$ cat src/rtl/ipc_pkg.sv
package ipc_pkg;
    localparam int IPC_NVEC   = 32;
    localparam int IPC_ADDR_W = 8;

    localparam logic [7:0] OFF_PEND    = 8'h00;
    localparam logic [7:0] OFF_ENABLE  = 8'h04;
    localparam logic [7:0] OFF_STATUS  = 8'h08;
    localparam logic [7:0] OFF_CLEAR   = 8'h0C;
    localparam logic [7:0] OFF_EN_SET  = 8'h10;
    localparam logic [7:0] OFF_EN_CLR  = 8'h14;
    localparam logic [7:0] OFF_PEER    = 8'h18;

    typedef struct packed {
        logic en_load;
        logic en_set;
        logic en_clr;
        logic pend_clr;
        logic peer_set;
    } ipc_wr_t;
endpackage

$ cat src/rtl/ipc_bus_decode.sv
module ipc_bus_decode
    import ipc_pkg::*;
#(
    parameter int ADDR_W = IPC_ADDR_W
) (
    input  logic              bus_wr,
    input  logic [ADDR_W-1:0] bus_addr,
    output ipc_wr_t           wr_o
);
    always_comb begin
        wr_o          = '0;
        wr_o.en_load  = bus_wr && (bus_addr == ADDR_W'(OFF_ENABLE));
        wr_o.en_set   = bus_wr && (bus_addr == ADDR_W'(OFF_EN_SET));
        wr_o.en_clr   = bus_wr && (bus_addr == ADDR_W'(OFF_EN_CLR));
        wr_o.pend_clr = bus_wr && (bus_addr == ADDR_W'(OFF_CLEAR));
        wr_o.peer_set = bus_wr && (bus_addr == ADDR_W'(OFF_PEER));
    end
endmodule

$ cat src/rtl/ipc_evt_edge.sv
module ipc_evt_edge #(
    parameter int NVEC = 32
) (
    input  logic            clk,
    input  logic            rst_n,
    input  logic [NVEC-1:0] evt_i,
    output logic [NVEC-1:0] evt_q,
    output logic [NVEC-1:0] rise_o
);
    logic [NVEC-1:0] evt_d;

    always_comb begin
        evt_d = evt_i;
    end

    always_ff @(posedge clk) begin
        if (!rst_n) evt_q <= '0;
        else        evt_q <= evt_d;
    end

    for (genvar g = 0; g < NVEC; g++) begin : g_rise
        assign rise_o[g] = evt_i[g] & ~evt_q[g];
    end
endmodule

$ cat src/rtl/ipc_ack_bank.sv
module ipc_ack_bank
    import ipc_pkg::*;
#(
    parameter int NVEC = 32
) (
    input  logic            clk,
    input  logic            rst_n,
    input  ipc_wr_t         wr_i,
    input  logic [NVEC-1:0] wdata_i,
    input  logic [NVEC-1:0] rise_i,
    output logic [NVEC-1:0] pend_o,
    output logic [NVEC-1:0] en_o
);
    typedef struct packed {
        logic [NVEC-1:0] pend;
        logic [NVEC-1:0] en;
    } bank_t;

    bank_t st_d, st_q;

    always_comb begin
        st_d = st_q;
        if (wr_i.pend_clr) st_d.pend = st_q.pend & ~wdata_i;
        st_d.pend = st_d.pend | rise_i;
        if (wr_i.en_load) st_d.en = wdata_i;
        if (wr_i.en_set)  st_d.en = st_q.en | wdata_i;
        if (wr_i.en_clr)  st_d.en = st_q.en & ~wdata_i;
    end

    always_ff @(posedge clk) begin
        if (!rst_n) st_q <= '0;
        else        st_q <= st_d;
    end

    assign pend_o = st_q.pend;
    assign en_o   = st_q.en;
endmodule

$ cat src/rtl/ipc_peer_bank.sv
module ipc_peer_bank
    import ipc_pkg::*;
#(
    parameter int NVEC = 32
) (
    input  logic            clk,
    input  logic            rst_n,
    input  ipc_wr_t         wr_i,
    input  logic [NVEC-1:0] wdata_i,
    input  logic [NVEC-1:0] peer_clr_i,
    output logic [NVEC-1:0] peer_o
);
    logic [NVEC-1:0] peer_d, peer_q;

    always_comb begin
        peer_d = peer_q & ~peer_clr_i;
        if (wr_i.peer_set) peer_d = peer_d | wdata_i;
    end

    always_ff @(posedge clk) begin
        if (!rst_n) peer_q <= '0;
        else        peer_q <= peer_d;
    end

    assign peer_o = peer_q;
endmodule

$ cat src/rtl/ipc_irq_ctrl.sv
module ipc_irq_ctrl
    import ipc_pkg::*;
#(
    parameter int NVEC   = IPC_NVEC,
    parameter int ADDR_W = IPC_ADDR_W
) (
    input  logic              clk,
    input  logic              rst_n,
    input  logic              bus_wr,
    input  logic [ADDR_W-1:0] bus_addr,
    input  logic [NVEC-1:0]   bus_wdata,
    output logic [NVEC-1:0]   bus_rdata,
    input  logic [NVEC-1:0]   ack_evt_i,
    input  logic [NVEC-1:0]   peer_clr_i,
    output logic              irq_o,
    output logic [NVEC-1:0]   peer_irq_o
);
    ipc_wr_t         wr_w;
    logic [NVEC-1:0] evt_w, rise_w, pend_w, en_w, stat_w;

    ipc_bus_decode #(.ADDR_W(ADDR_W)) u_dec (
        .bus_wr   (bus_wr),
        .bus_addr (bus_addr),
        .wr_o     (wr_w)
    );

    ipc_evt_edge #(.NVEC(NVEC)) u_edge (
        .clk    (clk),
        .rst_n  (rst_n),
        .evt_i  (ack_evt_i),
        .evt_q  (evt_w),
        .rise_o (rise_w)
    );

    ipc_ack_bank #(.NVEC(NVEC)) u_ack (
        .clk     (clk),
        .rst_n   (rst_n),
        .wr_i    (wr_w),
        .wdata_i (bus_wdata),
        .rise_i  (rise_w),
        .pend_o  (pend_w),
        .en_o    (en_w)
    );

    ipc_peer_bank #(.NVEC(NVEC)) u_peer (
        .clk        (clk),
        .rst_n      (rst_n),
        .wr_i       (wr_w),
        .wdata_i    (bus_wdata),
        .peer_clr_i (peer_clr_i),
        .peer_o     (peer_irq_o)
    );

    assign stat_w = pend_w & en_w;
    assign irq_o  = |stat_w;

    always_comb begin
        bus_rdata = '0;
        if      (bus_addr == ADDR_W'(OFF_PEND))   bus_rdata = pend_w;
        else if (bus_addr == ADDR_W'(OFF_ENABLE)) bus_rdata = en_w;
        else if (bus_addr == ADDR_W'(OFF_STATUS)) bus_rdata = stat_w;
        else if (bus_addr == ADDR_W'(OFF_PEER))   bus_rdata = peer_irq_o;
    end
endmodule

$ cat config.mk
export PLATFORM = sky130hd
export DESIGN_NAME = ipc_irq_ctrl
export DESIGN_NICKNAME = d
export VERILOG_FILES = /design/src/rtl/ipc_pkg.sv /design/src/rtl/ipc_bus_decode.sv /design/src/rtl/ipc_evt_edge.sv /design/src/rtl/ipc_ack_bank.sv /design/src/rtl/ipc_peer_bank.sv /design/src/rtl/ipc_irq_ctrl.sv
export SDC_FILE = /design/constraint.sdc
export NUM_CORES = 1
export LEC_CHECK = 0
export BUFFER_PORTS_ARGS = -buffer_cell sky130_fd_sc_hd__buf_2
export CORE_AREA = 2 2 109 111
export DETAILED_ROUTE_END_ITERATION = 8
export DIE_AREA = 0 0 111 113
export PLACE_DENSITY = 0.82
export SLEW_MARGIN = 30
export SYNTH_ARGS = -nofsm -noshare
export SYNTH_HDL_FRONTEND = slang
export SYNTH_SLANG_ARGS = --single-unit
$ cat constraint.sdc
create_clock -name clk -period 4.06 [get_ports clk]
set_clock_uncertainty 0.1 [all_clocks]
set_input_delay 0.203 -clock clk [delete_from_list [all_inputs] [get_ports clk]]
set_output_delay 0.203 -clock clk [all_outputs]
set_load 0.01 [all_outputs]
Word-level counts from Yosys, hierarchy flattened. Index checks and enable logic that the tools add are counted.

Register bits after elaboration: 128. Input port bits: 107. Output and inout port bits: 65. Word-level logic and storage cells: 100.

Equal/unequal tests: 6. Mux-type cells: 9. Bitwise operators: 73. Reductions and logical operators: 8.

Operators with widths (number): $mux W32 (9); $and A32 B32 Y32 (4); $or A32 B32 Y32 (3); $not A32 Y32 (2); $and A1 B1 Y1 (32); $not A1 Y1 (32); $reduce_or A32 Y1 (1); $eq A8 B5 Y1 const B (3); $eq A8 B4 Y1 const B (2); $eq A8 B3 Y1 const B (1); $logic_not A8 Y1 (1); $logic_and A1 B1 Y1 (5); $reduce_bool A3 Y1 (1).

Longest topological paths before layout.
Depth in word-level cells: 5. Gate-level depth with buffers: 7. Mapped depth without buffers: 4.

Modules after synthesis. Synthesis repeated with hierarchy kept, for this count alone.

Cells, all modules: 731. Area, all modules: 6628.9 um2.

By module, submodules not included: ipc_ack_bank (times used 1, cells an instance 251, area each 2747.6 um2, sequential area each 1281.2 um2); ipc_irq_ctrl (times used 1, cells an instance 237, area each 1483.9 um2, sequential area each 0.0 um2); ipc_peer_bank (times used 1, cells an instance 134, area each 1238.7 um2, sequential area each 640.6 um2); ipc_evt_edge (times used 1, cells an instance 99, area each 1092.3 um2, sequential area each 640.6 um2); ipc_bus_decode (times used 1, cells an instance 10, area each 66.3 um2, sequential area each 0.0 um2).

Worst setup path before layout. OpenSTA, ideal clock, no wires.

Path type: input-to-output. From: in bus_addr[7]. To: out bus_rdata[11]. Arrival time: 1878 ps. Data required time: 3757 ps. Path slack: 1879 ps. Stages: 7. Buffers on the path: 3. Cell sequence: or4_4 > buf_6 > or4b_1 > buf_2 > buf_6 > a21oi_2 > o22a_1.

Longest elaborated chain between the ends: 5. Elaborated cells on any way between the ends: 8. Classes of those cells: eq/ne (3); mux (4); reduce/logical (1).

Ends and longest elaborated chain: start: declaration (line ipc_irq_ctrl.sv:10) `input logic [ADDR_W-1:0] bus_addr,`; $eq A8 B5 Y1 (line ipc_irq_ctrl.sv:62) `else if (bus_addr == ADDR_W'(OFF_PEER)) bus_rdata = peer_irq_o;`; $mux W32 (line ipc_irq_ctrl.sv:62); $mux W32 (line ipc_irq_ctrl.sv:61) `else if (bus_addr == ADDR_W'(OFF_STATUS)) bus_rdata = stat_w;`; $mux W32 (line ipc_irq_ctrl.sv:60) `else if (bus_addr == ADDR_W'(OFF_ENABLE)) bus_rdata = en_w;`; $mux W32 (*) (line ipc_irq_ctrl.sv:59) `if (bus_addr == ADDR_W'(OFF_PEND)) bus_rdata = pend_w;`; end: declaration (line ipc_irq_ctrl.sv:12) `output logic [NVEC-1:0] bus_rdata,`.

Every way passes the cells marked *; elsewhere a longest branch is shown, timed or not.

Worst setup path after layout.
From: in bus_addr[7]. To: out bus_rdata[16].

Same word-level chain as after synthesis.

==> metrics.log <==
INFO  metric maxCapViolations = 0
INFO  metric vdd_drop_max = 0.238 mV
INFO  metric die-area = 12,500 um2
INFO  metric swShare = roughly a quarter
INFO  metric max-slew-margin-rel = about a third
INFO  metric die_w = 111 um
INFO  metric globalRoute.totalOverflow = 0
INFO  metric synth_edf_count = 0
INFO  metric grtUsageTotal = 34.8%
INFO  metric path_cells = buf_2 -> or4_4 -> or4b_1 -> a21oi_2 -> o22a_1 -> buf_2
INFO  metric layout_utilization = 77.7%
INFO  metric biggest_cell_delay_along_the_critical_path = about 0.97 ns
INFO  metric p_comb_share = 10.2%
INFO  metric report.final.slew_viol_count = 0
INFO  metric worstSkewPairLatency = 0.42 ns
INFO  metric power_report.internal_total = 2.35 mW
INFO  metric total_power_divided_by_cell_area = about 360 nW/um2
INFO  metric worst-endpoint-required = about 3.8 ns
INFO  metric postCtsSetupBuffers = 0
INFO  metric fin_crit = 2.83 ns
INFO  metric post_cts.resized_instances = 0
INFO  metric io_pins = 172
INFO  metric core_region_area = 11,300 um2
INFO  metric tns = 0 ns
INFO  metric pin_count_of_the_biggest_net_entering_global_routing = ~110
INFO  metric wl_per_cell = 18.3 um
INFO  metric cp_num_buf_inv = 2
INFO  metric cts-root-buf = sky130_fd_sc_hd__clkbuf_16
INFO  metric fmax = roughly 350 MHz
INFO  metric power_frac_seq = 42.7%
INFO  metric critical-path-slowest-cell = sky130_fd_sc_hd__or4b_1
INFO  metric synth_fp_nets = 872
INFO  metric synth_flop_cell = sky130_fd_sc_hd__dfxtp_1
INFO  metric yosysSeqAreaShare = 41.7%
INFO  metric drive_above_1_share = 22.2%
INFO  metric cts_tree = done
INFO  metric vias = 6,786
INFO  metric fp-row-count = 39
INFO  metric detail_route.iter0.violations = 538
INFO  metric power_switching = 0.762 mW
INFO  metric synth.yosys.warnings = 0
INFO  metric ant_nets = 0
INFO  metric path_class = in2out
INFO  metric outcome = finished clean
INFO  metric power.share.clock = 47.1%
INFO  metric bufs_on_longest_clock_path = 2
INFO  metric tightest_slew = approximately 1.0 ns
INFO  metric route.final.wire_length = ~22,000 um
INFO  metric detail_route.drc_violations = 0
INFO  metric worst_setup_hold_path_clk_slew = 0.06 ns
INFO  metric static-leakage-power = 4.10 nW
INFO  metric antenna_found_initial = 0
INFO  metric timing.critical_path.fanout_max = 15
INFO  metric synth_seq_cells = 128
INFO  metric place_hpwl = 11,700 um
INFO  metric htreeDepth = 4
INFO  metric port_buffers = about 170
INFO  metric post_synth_instance_area = ~6100 um2
INFO  metric number_of_vias_per_cell_after_detailed_routing = 5.76
INFO  metric routability_driven_placement_congestion_ratio = 0.829
INFO  metric timing.critical_path.mode_cell = sky130_fd_sc_hd__buf_2
INFO  metric kind_of_start_point_of_the_critical_path = input port
INFO  metric synth_async_sr_flop_share = 0%
INFO  metric critPathCaptureType = primary output
INFO  metric layout_worst_path_cycle_share = 69.8%
INFO  metric first_global_vias = 7,077
INFO  metric first_pass_grt_wire_length = 35,000 um
INFO  metric diodes = 0
INFO  metric cts-hold-fix-buffers = 110
INFO  metric syn_to_final_growth = 42.4%
INFO  metric report.final.hold_viol_count = 0
INFO  metric worst_ep_arrival_time = 2.53 ns
INFO  metric setup-violations-final = 0
INFO  metric syn_inst = 765
INFO  metric fin_nets = ~1,100
INFO  metric syn_avg_cell_area = around 8 um2
INFO  metric worstHoldPathType = in2reg
INFO  metric rsz0062_at_grt = false
INFO  metric crit_family = simple AND/OR/NAND/NOR gates
INFO  metric initial_util = between 50% and 60%
INFO  metric die_h = roughly 110 um
INFO  metric clock_net_sink_count = 128
INFO  metric drt_pass1_iterations = 5
INFO  metric most-common-layout-cells = 170 x sky130_fd_sc_hd__buf_2, 128 x sky130_fd_sc_hd__nand2_1, 128 x sky130_fd_sc_hd__dfxtp_1
INFO  metric synthDistinctLibCells = 34
INFO  metric layout.cells.most_common = sky130_fd_sc_hd__buf_2
INFO  metric tritoncts_buffers = 17
## state kept, by name (all words and copies together) (netlist names)
register       count
u_ack.en_o        32
u_ack.pend_o      32
u_edge.evt_q      32
u_peer.peer_o     32
## worst reg2reg max path: stages, from the launching register on
cell and delay (ns):
sky130_fd_sc_hd__dfxtp_1 0.34, sky130_fd_sc_hd__nand2_1 0.05, sky130_fd_sc_hd__o21ai_0 0.19, sky130_fd_sc_hd__dlygate4sd3_1 0.60
## logic make-up (layout without fill, tap and decap cells)
logic type | Yosys count | after routing | synth area share [%]
xor gates and xnor gates | 1 | 1 | 0.143
AOI/OAI and AO/OA | 241 | 241 | 25.8
buffers and inverters | 102 | 372 | 6.58
DFF | 128 | 128 | 41.7
and+or+nand+nor | 293 | 293 | 25.8
## cell usage after synthesis (31+ instances only)
master | n | area (um2)
sky130_fd_sc_hd__nand2_1 | 128 | 480
sky130_fd_sc_hd__a21oi_1 | 52 | 260
sky130_fd_sc_hd__dfxtp_1 | 128 | 2560
sky130_fd_sc_hd__nor2b_1 | 32 | 200
sky130_fd_sc_hd__a22oi_1 | 33 | 248
sky130_fd_sc_hd__nand3b_1 | 33 | 248
sky130_fd_sc_hd__nand2b_1 | 33 | 206
sky130_fd_sc_hd__o21a_1 | 32 | 240
sky130_fd_sc_hd__a31oi_1 | 32 | 200
sky130_fd_sc_hd__a21o_1 | 31 | 233
sky130_fd_sc_hd__clkbuf_1 | 47 | 176
sky130_fd_sc_hd__inv_1 | 48 | 180
sky130_fd_sc_hd__and2_1 | 32 | 200
## worst paths after layout
| path | startpoint | end | slack, ns | cells past startpoint |
|---|---|---|---|---|
| min reg2reg | u_peer.peer_o[21] | u_peer.peer_o[21] | 0.39 | 2 |
| min | rst_n | u_ack.pend_o[0] | 0.07 | 2 |
| max | bus_addr[7] | bus_rdata[16] | 1.23 | 6 |
| max reg2reg | u_peer.peer_o[30] | u_peer.peer_o[30] | 2.72 | 3 |
## layer usage
layer	global-route usage, %	share of wire (%)
met1	39.9	39
met2	61.3	49
met3	6.91	7.7
met4	19.1	4.5
met5	0	0
## final cells by class
cell class	count	area (um2)
clock buffer	20	467
clock inverter	12	111
fill	753	2520
inverter	48	180
multi-input combinational	535	3210
sequential	128	2560
tap	143	179
timing repair buffer	292	2050
## power by group through the flow
| stage | clock network, mW | logic [mW] | registers [mW] |
|---|---|---|---|
| floorplan | 0 | 0.137 | 1.34 |
| global placement | 0 | 0.233 | 1.35 |
| detailed placement | 0 | 0.237 | 1.35 |
| CTS | 1.47 | 0.303 | 1.33 |
| global route | 1.53 | 0.344 | 1.33 |
| finish | 1.47 | 0.318 | 1.33 |
## per-stage QoR
| stage | cell area (um2) | setup WS [ns] | instances | hold WS [ns] | power, mW |
|---|---|---|---|---|---|
| after CTS | 8750 | 1.28 | 1178 | 0.0564 | 3.10 |
| after detailed placement | 7070 | 1.28 | 1036 | 0.300 | 1.59 |
| after global placement | 7070 | 1.35 | 1036 | 0.300 | 1.59 |
| after global routing | 8750 | 1.16 | 1178 | 0.0797 | 3.21 |
| after floorplan | 6150 | 1.88 | 765 | 0.209 | 1.48 |
| final | 8750 | 1.23 | 1178 | 0.0664 | 3.11 |
(Power assumes the default switching activity.)
